File: src/rtl/sram_ctl_pkg.sv
`timescale 1ns/1ps
package sram_ctl_pkg;

  typedef enum logic [1:0] {
    ST_IDLE  = 2'd0,
    ST_READ  = 2'd1,
    ST_HOLD  = 2'd2,
    ST_WRITE = 2'd3
  } ctl_state_e;

  // Clock cycles needed to cover a time limit, never fewer than one.
  function automatic int cycles_for(input int limit_ps, input int clk_ps);
    int c;
    c = (limit_ps + clk_ps - 1) / clk_ps;
    if (c < 1) c = 1;
    return c;
  endfunction

  function automatic int max2(input int a, input int b);
    return (a > b) ? a : b;
  endfunction

endpackage

File: src/rtl/sram_rst_sync.sv
`timescale 1ns/1ps
module sram_rst_sync (
  input  logic clk,
  input  logic rst_n,
  output logic rst_n_s
);
  logic meta_q;
  logic sync_q;

  always_ff @(posedge clk or negedge rst_n) begin
    if (!rst_n) begin
      meta_q <= 1'b0;
      sync_q <= 1'b0;
    end else begin
      meta_q <= 1'b1;
      sync_q <= meta_q;
    end
  end

  assign rst_n_s = sync_q;
endmodule

File: src/rtl/sram_phase_timer.sv
`timescale 1ns/1ps
module sram_phase_timer #(
  parameter int CW = 4
) (
  input  logic          clk,
  input  logic          rst_n,
  input  logic          load,
  input  logic [CW-1:0] load_val,
  output logic          done
);
  logic [CW-1:0] cnt_q;
  logic [CW-1:0] cnt_d;
  logic          cnt_en;

  always_comb begin
    cnt_en = load || (cnt_q != '0);
    if (load) cnt_d = load_val;
    else      cnt_d = cnt_q - CW'(1);
  end

  always_ff @(posedge clk or negedge rst_n) begin
    if (!rst_n)      cnt_q <= '0;
    else if (cnt_en) cnt_q <= cnt_d;
  end

  assign done = (cnt_q == '0);
endmodule

File: src/rtl/sram_turn_guard.sv
`timescale 1ns/1ps
module sram_turn_guard #(
  parameter int TURN_CYC = 4
) (
  input  logic clk,
  input  logic rst_n,
  input  logic oe_n,
  input  logic oe_n_nxt,
  input  logic drv_en,
  output logic ok
);
  localparam int TW = $clog2(TURN_CYC + 1);

  logic [TW-1:0] cnt_q;
  logic [TW-1:0] cnt_d;
  logic          release_ev;
  logic          cnt_en;

  always_comb begin
    release_ev = oe_n_nxt && !oe_n;
    cnt_en     = release_ev || (cnt_q != '0);
    if (release_ev) cnt_d = TW'(TURN_CYC);
    else            cnt_d = cnt_q - TW'(1);
  end

  always_ff @(posedge clk or negedge rst_n) begin
    if (!rst_n)      cnt_q <= '0;
    else if (cnt_en) cnt_q <= cnt_d;
  end

  // Drivers may switch on at the next edge once this edge completes the gap.
  assign ok = (cnt_q <= TW'(1));

  // Independent measure of how long the output strobe has been high.
  logic [TW-1:0] hi_q;
  always_ff @(posedge clk or negedge rst_n) begin
    if (!rst_n)                      hi_q <= TW'(TURN_CYC);
    else if (!oe_n)                  hi_q <= '0;
    else if (hi_q != TW'(TURN_CYC))  hi_q <= hi_q + TW'(1);
  end

  assert_turn_gap_R6: assert property (@(posedge clk) disable iff (!rst_n)
    $rose(drv_en) |-> (hi_q >= TW'(TURN_CYC)));

endmodule

File: src/rtl/sram_async_ctl.sv
`timescale 1ns/1ps
module sram_async_ctl
  import sram_ctl_pkg::*;
#(
  parameter int AW        = 15,
  parameter int DW        = 8,
  parameter int CLK_PS    = 5000,
  parameter int T_RC_PS   = 55000,
  parameter int T_AA_PS   = 55000,
  parameter int T_OE_PS   = 30000,
  parameter int T_WC_PS   = 55000,
  parameter int T_WP_PS   = 45000,
  parameter int T_AW_PS   = 50000,
  parameter int T_DW_PS   = 25000,
  parameter int T_HZ_PS   = 20000
) (
  input  logic          clk,
  input  logic          rst_n,
  input  logic          req,
  input  logic          req_wr,
  input  logic [AW-1:0] req_addr,
  input  logic [DW-1:0] req_wdata,
  output logic          ready,
  output logic [DW-1:0] rdata,
  output logic          rvalid,
  output logic [AW-1:0] mem_addr,
  output logic          mem_ce_n,
  output logic          mem_we_n,
  output logic          mem_oe_n,
  output logic [DW-1:0] mem_dq_o,
  output logic          mem_dq_oe,
  input  logic [DW-1:0] mem_dq_i
);
  localparam int RD_CYC   = cycles_for(max2(max2(T_RC_PS, T_AA_PS), T_OE_PS), CLK_PS);
  localparam int WR_CYC   = cycles_for(max2(max2(T_WC_PS, T_WP_PS),
                                            max2(T_AW_PS, T_DW_PS)), CLK_PS);
  localparam int TURN_CYC = cycles_for(T_HZ_PS, CLK_PS);
  localparam int MAX_CYC  = max2(RD_CYC, WR_CYC);
  localparam int CW       = $clog2(MAX_CYC + 1);

  logic rst_n_s;
  sram_rst_sync u_rst (.clk(clk), .rst_n(rst_n), .rst_n_s(rst_n_s));

  ctl_state_e state_q, state_d;
  logic       accept;
  logic       tmr_load;
  logic [CW-1:0] tmr_val;
  logic       tmr_done;
  logic       turn_ok;

  logic ce_n_d, we_n_d, oe_n_d, dq_oe_d, rvalid_d, capture;

  assign ready  = (state_q == ST_IDLE);
  assign accept = req && ready;

  sram_phase_timer #(.CW(CW)) u_tmr (
    .clk(clk), .rst_n(rst_n_s), .load(tmr_load), .load_val(tmr_val), .done(tmr_done)
  );

  // Next-state logic
  always_comb begin
    state_d  = state_q;
    tmr_load = 1'b0;
    tmr_val  = CW'(RD_CYC - 1);
    unique case (state_q)
      ST_IDLE: begin
        if (req) begin
          if (!req_wr) begin
            state_d  = ST_READ;
            tmr_load = 1'b1;
            tmr_val  = CW'(RD_CYC - 1);
          end else if (turn_ok) begin
            state_d  = ST_WRITE;
            tmr_load = 1'b1;
            tmr_val  = CW'(WR_CYC - 1);
          end else begin
            state_d  = ST_HOLD;
          end
        end
      end
      ST_READ:  if (tmr_done) state_d = ST_IDLE;
      ST_HOLD: begin
        if (turn_ok) begin
          state_d  = ST_WRITE;
          tmr_load = 1'b1;
          tmr_val  = CW'(WR_CYC - 1);
        end
      end
      ST_WRITE: if (tmr_done) state_d = ST_IDLE;
      default:  state_d = ST_IDLE;
    endcase
  end

  // Registered strobe values derived from the coming state
  always_comb begin
    ce_n_d   = !((state_d == ST_READ) || (state_d == ST_WRITE));
    oe_n_d   = (state_d != ST_READ);
    we_n_d   = (state_d != ST_WRITE);
    dq_oe_d  = (state_d == ST_WRITE);
    capture  = (state_q == ST_READ) && tmr_done;
    rvalid_d = capture;
  end

  sram_turn_guard #(.TURN_CYC(TURN_CYC)) u_turn (
    .clk(clk), .rst_n(rst_n_s), .oe_n(mem_oe_n), .oe_n_nxt(oe_n_d),
    .drv_en(mem_dq_oe), .ok(turn_ok)
  );

  always_ff @(posedge clk or negedge rst_n_s) begin
    if (!rst_n_s) begin
      state_q   <= ST_IDLE;
      mem_ce_n  <= 1'b1;
      mem_oe_n  <= 1'b1;
      mem_we_n  <= 1'b1;
      mem_dq_oe <= 1'b0;
      rvalid    <= 1'b0;
    end else begin
      state_q   <= state_d;
      mem_ce_n  <= ce_n_d;
      mem_oe_n  <= oe_n_d;
      mem_we_n  <= we_n_d;
      mem_dq_oe <= dq_oe_d;
      rvalid    <= rvalid_d;
    end
  end

  always_ff @(posedge clk or negedge rst_n_s) begin
    if (!rst_n_s) begin
      mem_addr <= '0;
      mem_dq_o <= '0;
    end else if (accept) begin
      mem_addr <= req_addr;
      mem_dq_o <= req_wdata;
    end
  end

  always_ff @(posedge clk or negedge rst_n_s) begin
    if (!rst_n_s)     rdata <= '0;
    else if (capture) rdata <= mem_dq_i;
  end

  // Assertions
  assert_read_strobes_R2: assert property (@(posedge clk) disable iff (!rst_n_s)
    !mem_oe_n |-> (!mem_ce_n && mem_we_n));

  assert_rvalid_pulse_R3: assert property (@(posedge clk) disable iff (!rst_n_s)
    rvalid |=> !rvalid);

  assert_drive_window_R4: assert property (@(posedge clk) disable iff (!rst_n_s)
    mem_dq_oe |-> (!mem_we_n && !mem_ce_n && mem_oe_n));

  assert_busy_after_accept_R5: assert property (@(posedge clk) disable iff (!rst_n_s)
    (req && ready) |=> !ready);

  assert_standby_R7: assert property (@(posedge clk) disable iff (!rst_n_s)
    mem_ce_n |-> (mem_we_n && mem_oe_n && !mem_dq_oe));

  logic [CW-1:0] we_lo_q;
  always_ff @(posedge clk or negedge rst_n_s) begin
    if (!rst_n_s)                  we_lo_q <= '0;
    else if (mem_we_n)             we_lo_q <= '0;
    else if (we_lo_q != CW'(WR_CYC)) we_lo_q <= we_lo_q + CW'(1);
  end

  assert_write_width_R8: assert property (@(posedge clk) disable iff (!rst_n_s)
    $rose(mem_we_n) |-> (we_lo_q >= CW'(WR_CYC)));

endmodule

File: config.mk
export PLATFORM = sky130hd
export DESIGN_NAME = sram_async_ctl
export DESIGN_NICKNAME = d
export VERILOG_FILES = /design/src/rtl/sram_ctl_pkg.sv /design/src/rtl/sram_rst_sync.sv /design/src/rtl/sram_phase_timer.sv /design/src/rtl/sram_turn_guard.sv /design/src/rtl/sram_async_ctl.sv
export SDC_FILE = /design/constraint.sdc
export NUM_CORES = 1
export LEC_CHECK = 0
export ABC_AREA = 1
export BUFFER_PORTS_ARGS = -buffer_cell sky130_fd_sc_hd__buf_2
export CORE_ASPECT_RATIO = 0.6
export CORE_MARGIN = 2
export CORE_UTILIZATION = 35
export DETAILED_ROUTE_END_ITERATION = 10
export GPL_ROUTABILITY_DRIVEN = 0
export PLACE_DENSITY = 0.7
export SYNTH_ARGS = -nofsm -noshare
export SYNTH_HDL_FRONTEND = slang
export SYNTH_SLANG_ARGS = --single-unit
File: constraint.sdc
create_clock -name clk -period 3.4 [get_ports clk]
set_input_delay 0.17 -clock clk [delete_from_list [all_inputs] [get_ports clk]]
set_output_delay 0.17 -clock clk [all_outputs]
set_load 0.03 [all_outputs]
==> impl_metrics.yaml <==
global_route:
  grt_pass1_wl_mm: 5.79
  grt_usage: 0.119
  gr-total-overflow: 0
  grt_max_degree: 46
  antenna_found_initial: 0
  grt_pass1_vias: 1170
clocking:
  clkTransAtPathRegs_ps: 80
  cts_tree: "yes"
  post_cts_buffers: 0
  clockBufferDepth: 2
  cts-root-buf: "clkbuf_8"
  clk-insertion-delay-late_ps: 290
  htree_levels: 2
  clkSinkCount: 47
  cts_buffers: 5
sta:
  min_period_ps: 1520
  hold_viol: 0
  fin_crit_sh: 0.448
  clock.fmax_ghz: 0.657
  finalSetupTns_ps: 0
  rsz0062_at_grt: "false"
  final-max-slew-violation-count: 0
  setup_violations: 0
  tightest_slew_ps: 940
  skew_ps: 8.15
  slew_headroom: 0.374
flow_run:
  cap_violations: 0
power:
  p_leak_uw: 0.00141
  ir_drop_uv: 476
  power_uw: 2610
  power-per-cell-area_nw_per_um2: 1030
logic_synthesis:
  synth_nets: 196
  avgSynthCellArea_um2: 12.7
  netlist_area_um2: 2000
  synthMuxAreaShare: 0.172
  synth_cells: 157
  synth_top_family_by_area: "multiplexers"
  ys_ff_latch: 47
  yosys.area_share.simple: 0.124
  synth_compound_area_frac: 0.0276
  synthAdderAreaFrac: 0.0251
  yosysSeqAreaShare: 0.591
  synth_warnings: 0
  synthXorXnorAreaFrac: 0.0132
  synth_cell_type_count: 25
hold_path:
  whs_path_depth: 3
  min_path_type: "in2reg"
worst_setup_path:
  critical_path_buf_inv_count: 0
  cp_slowest_cell: "dfrtp_1"
  end_kind: "flop"
  crit_family: "simple AND/OR/NAND/NOR gates"
  cp_num_cells: 7
  crit_chain: "nor2_4, nand2_4, o21ai_2, nand2_2, nand2_4, nand2_4, a21oi_1"
  max_stage_delay_ps: 470
  cp.required_ps: 3620
  cp_common_cell: "nand2_4"
  critical_path_class: "reg2reg"
  critPathArrivalTime_ps: 1740
  reg2reg_depth: 7
  crit_fanout: 24
  start_kind: "flop"
cells_and_area:
  final-seq-area_um2: 1180
  final_cell_mix: "71 x buf_2, 43 x dfrtp_1, 38 x nand2_1"
  drive_gt1_frac: 0.502
  area_delta_synth_final_pct: 26.5
  layout_commonest_cell: "buf_2"
  nFillCells: 533
  finalNonFillerCells: 315
  diodes: 0
  utilization: 0.456
  multi_input_area_um2: 727
  finalNetCount: 273
  final_cell_area_um2: 2530
detailed_routing:
  first_iter_violations: 27
  wl_per_cell_um: 11.6
  drc_errors: 0
  ant_nets: 0
  wirelength_mm: 3.65
  firstDrtPassIters: 4
  vias_per_cell: 4.08
  vias: 1286
die:
  die_x_um: 102
  start_util: 0.360
  std_cell_rows: 21
  core-area_um2: 5540
  fp.dieArea_um2: 6350
  die_h_um: 62.5
  io_pins: 72
placed_design:
  numPortBuffers: 71
  place_inst: 306
  hpwl_mm: 2.68
  postPlaceCellArea_um2: 2430
status:
  status: "finished, final reports clean"
## metrics by stage
step	hold slack, ps	setup WS, ps
after CTS	60.9	1850
after global placement	-43.6	1910
after floorplan	-126	2000
after global routing	65.3	1690
after detailed placement	-41.9	1860
final	70.7	1880
## routing by layer
layer / vias up / GRT usage / share of wire
li1: 650 / - / -
met1: 580 / 0.169 / 0.52
met2: 54 / 0.166 / 0.39
met3: 2 / 0.0503 / 0.086
met4: 0 / 0.0304 / 0.0052
met5: - / 0 / 0
## flip-flops by register name, summed over array words and instances, names as in the netlist, 2 cells and up
name / cells
mem_addr: 15
mem_dq_o: 8
rdata: 8
state_q: 2
u_tmr.cnt_q: 4
u_turn.cnt_q: 3
## repair_timing
action	4_1_cts	5_1_grt
gates resized for setup	0	0
hold buffers	1	0
hold endpoints to repair	2	0
## power by group
| part | internal, µW | switching [µW] | total [µW] |
|---|---|---|---|
| Combinational | 488 | 808 | 1300 |
| Clock | 144 | 176 | 319 |
| Sequential | 837 | 159 | 996 |
| Total | 1470 | 1140 | 2610 |
## cells by family (layout without fill, tap and decap cells)
kind of cell / after synthesis / after routing
AND/OR/NAND/NOR: 50 / 50
flip-flops: 47 / 47
multiplexers: 24 / 24
buffers and inverters: 20 / 98
AO/OA/AOI/OAI: 8 / 8
adder cells (fa/ha/maj): 4 / 4
XOR/XNOR: 3 / 3
other: 1 / 1
## worst reg2reg max path: stages (launching register included)
cell	delay [ps]
dfrtp_1	470
nor2_4	180
nand2_4	260
o21ai_2	150
nand2_2	110
nand2_4	100
nand2_4	60
a21oi_1	130
## worst paths after layout
check	from	endpoint	slack (ps)
max in group asynchronous	u_rst.rst_n_s$_DFF_PN0_	u_tmr.cnt_q[3]$_DFFE_PN0P_	2390
worst max register to register	state_q[0]$_DFF_PN0_	u_turn.cnt_q[0]$_DFFE_PN0P_	1880
worst min register to register	u_rst.meta_q$_DFF_PN0_	u_rst.rst_n_s$_DFF_PN0_	360
worst min-delay path	mem_dq_i[1]	rdata[1]$_DFFE_PN0P_	70
min in group asynchronous	rst_n	u_rst.rst_n_s$_DFF_PN0_	180
worst max-delay path	state_q[0]$_DFF_PN0_	u_turn.cnt_q[0]$_DFFE_PN0P_	1880
## area by class of cell
class | count | area share
multi-input combinational | 90 | 0.288
clock buffer | 6 | 0.0287
inverter | 18 | 0.0267
clock inverter | 2 | 0.00495
timing repair buffer | 72 | 0.145
tap | 80 | 0.0396
sequential | 47 | 0.468
## cells in the mapped netlist
cell / instances / area [µm²]
nand4_2: 1 / 12.5
inv_1: 15 / 56.3
inv_2: 3 / 11.3
nand2_1: 38 / 143
a21oi_1: 3 / 15.0
nor3_1: 1 / 5.00
mux2_4: 20 / 300
nand2_2: 1 / 6.26
nand2_4: 3 / 33.8
o21ai_2: 1 / 8.76
nand3b_1: 2 / 15.0
dfrtp_1: 44 / 1100
nor2_1: 1 / 3.75
o21ai_0: 1 / 5.00
conb_1: 1 / 3.75
o211ai_1: 2 / 15.0
buf_6: 2 / 22.5
mux2i_1: 1 / 10.0
nor2_4: 2 / 22.5
xor2_1: 3 / 26.3
dfstp_2: 3 / 78.8
ha_1: 4 / 50.1
a21boi_2: 1 / 11.3
mux2_2: 3 / 33.8
nor2_2: 1 / 6.26
(Power assumes the default switching activity.)
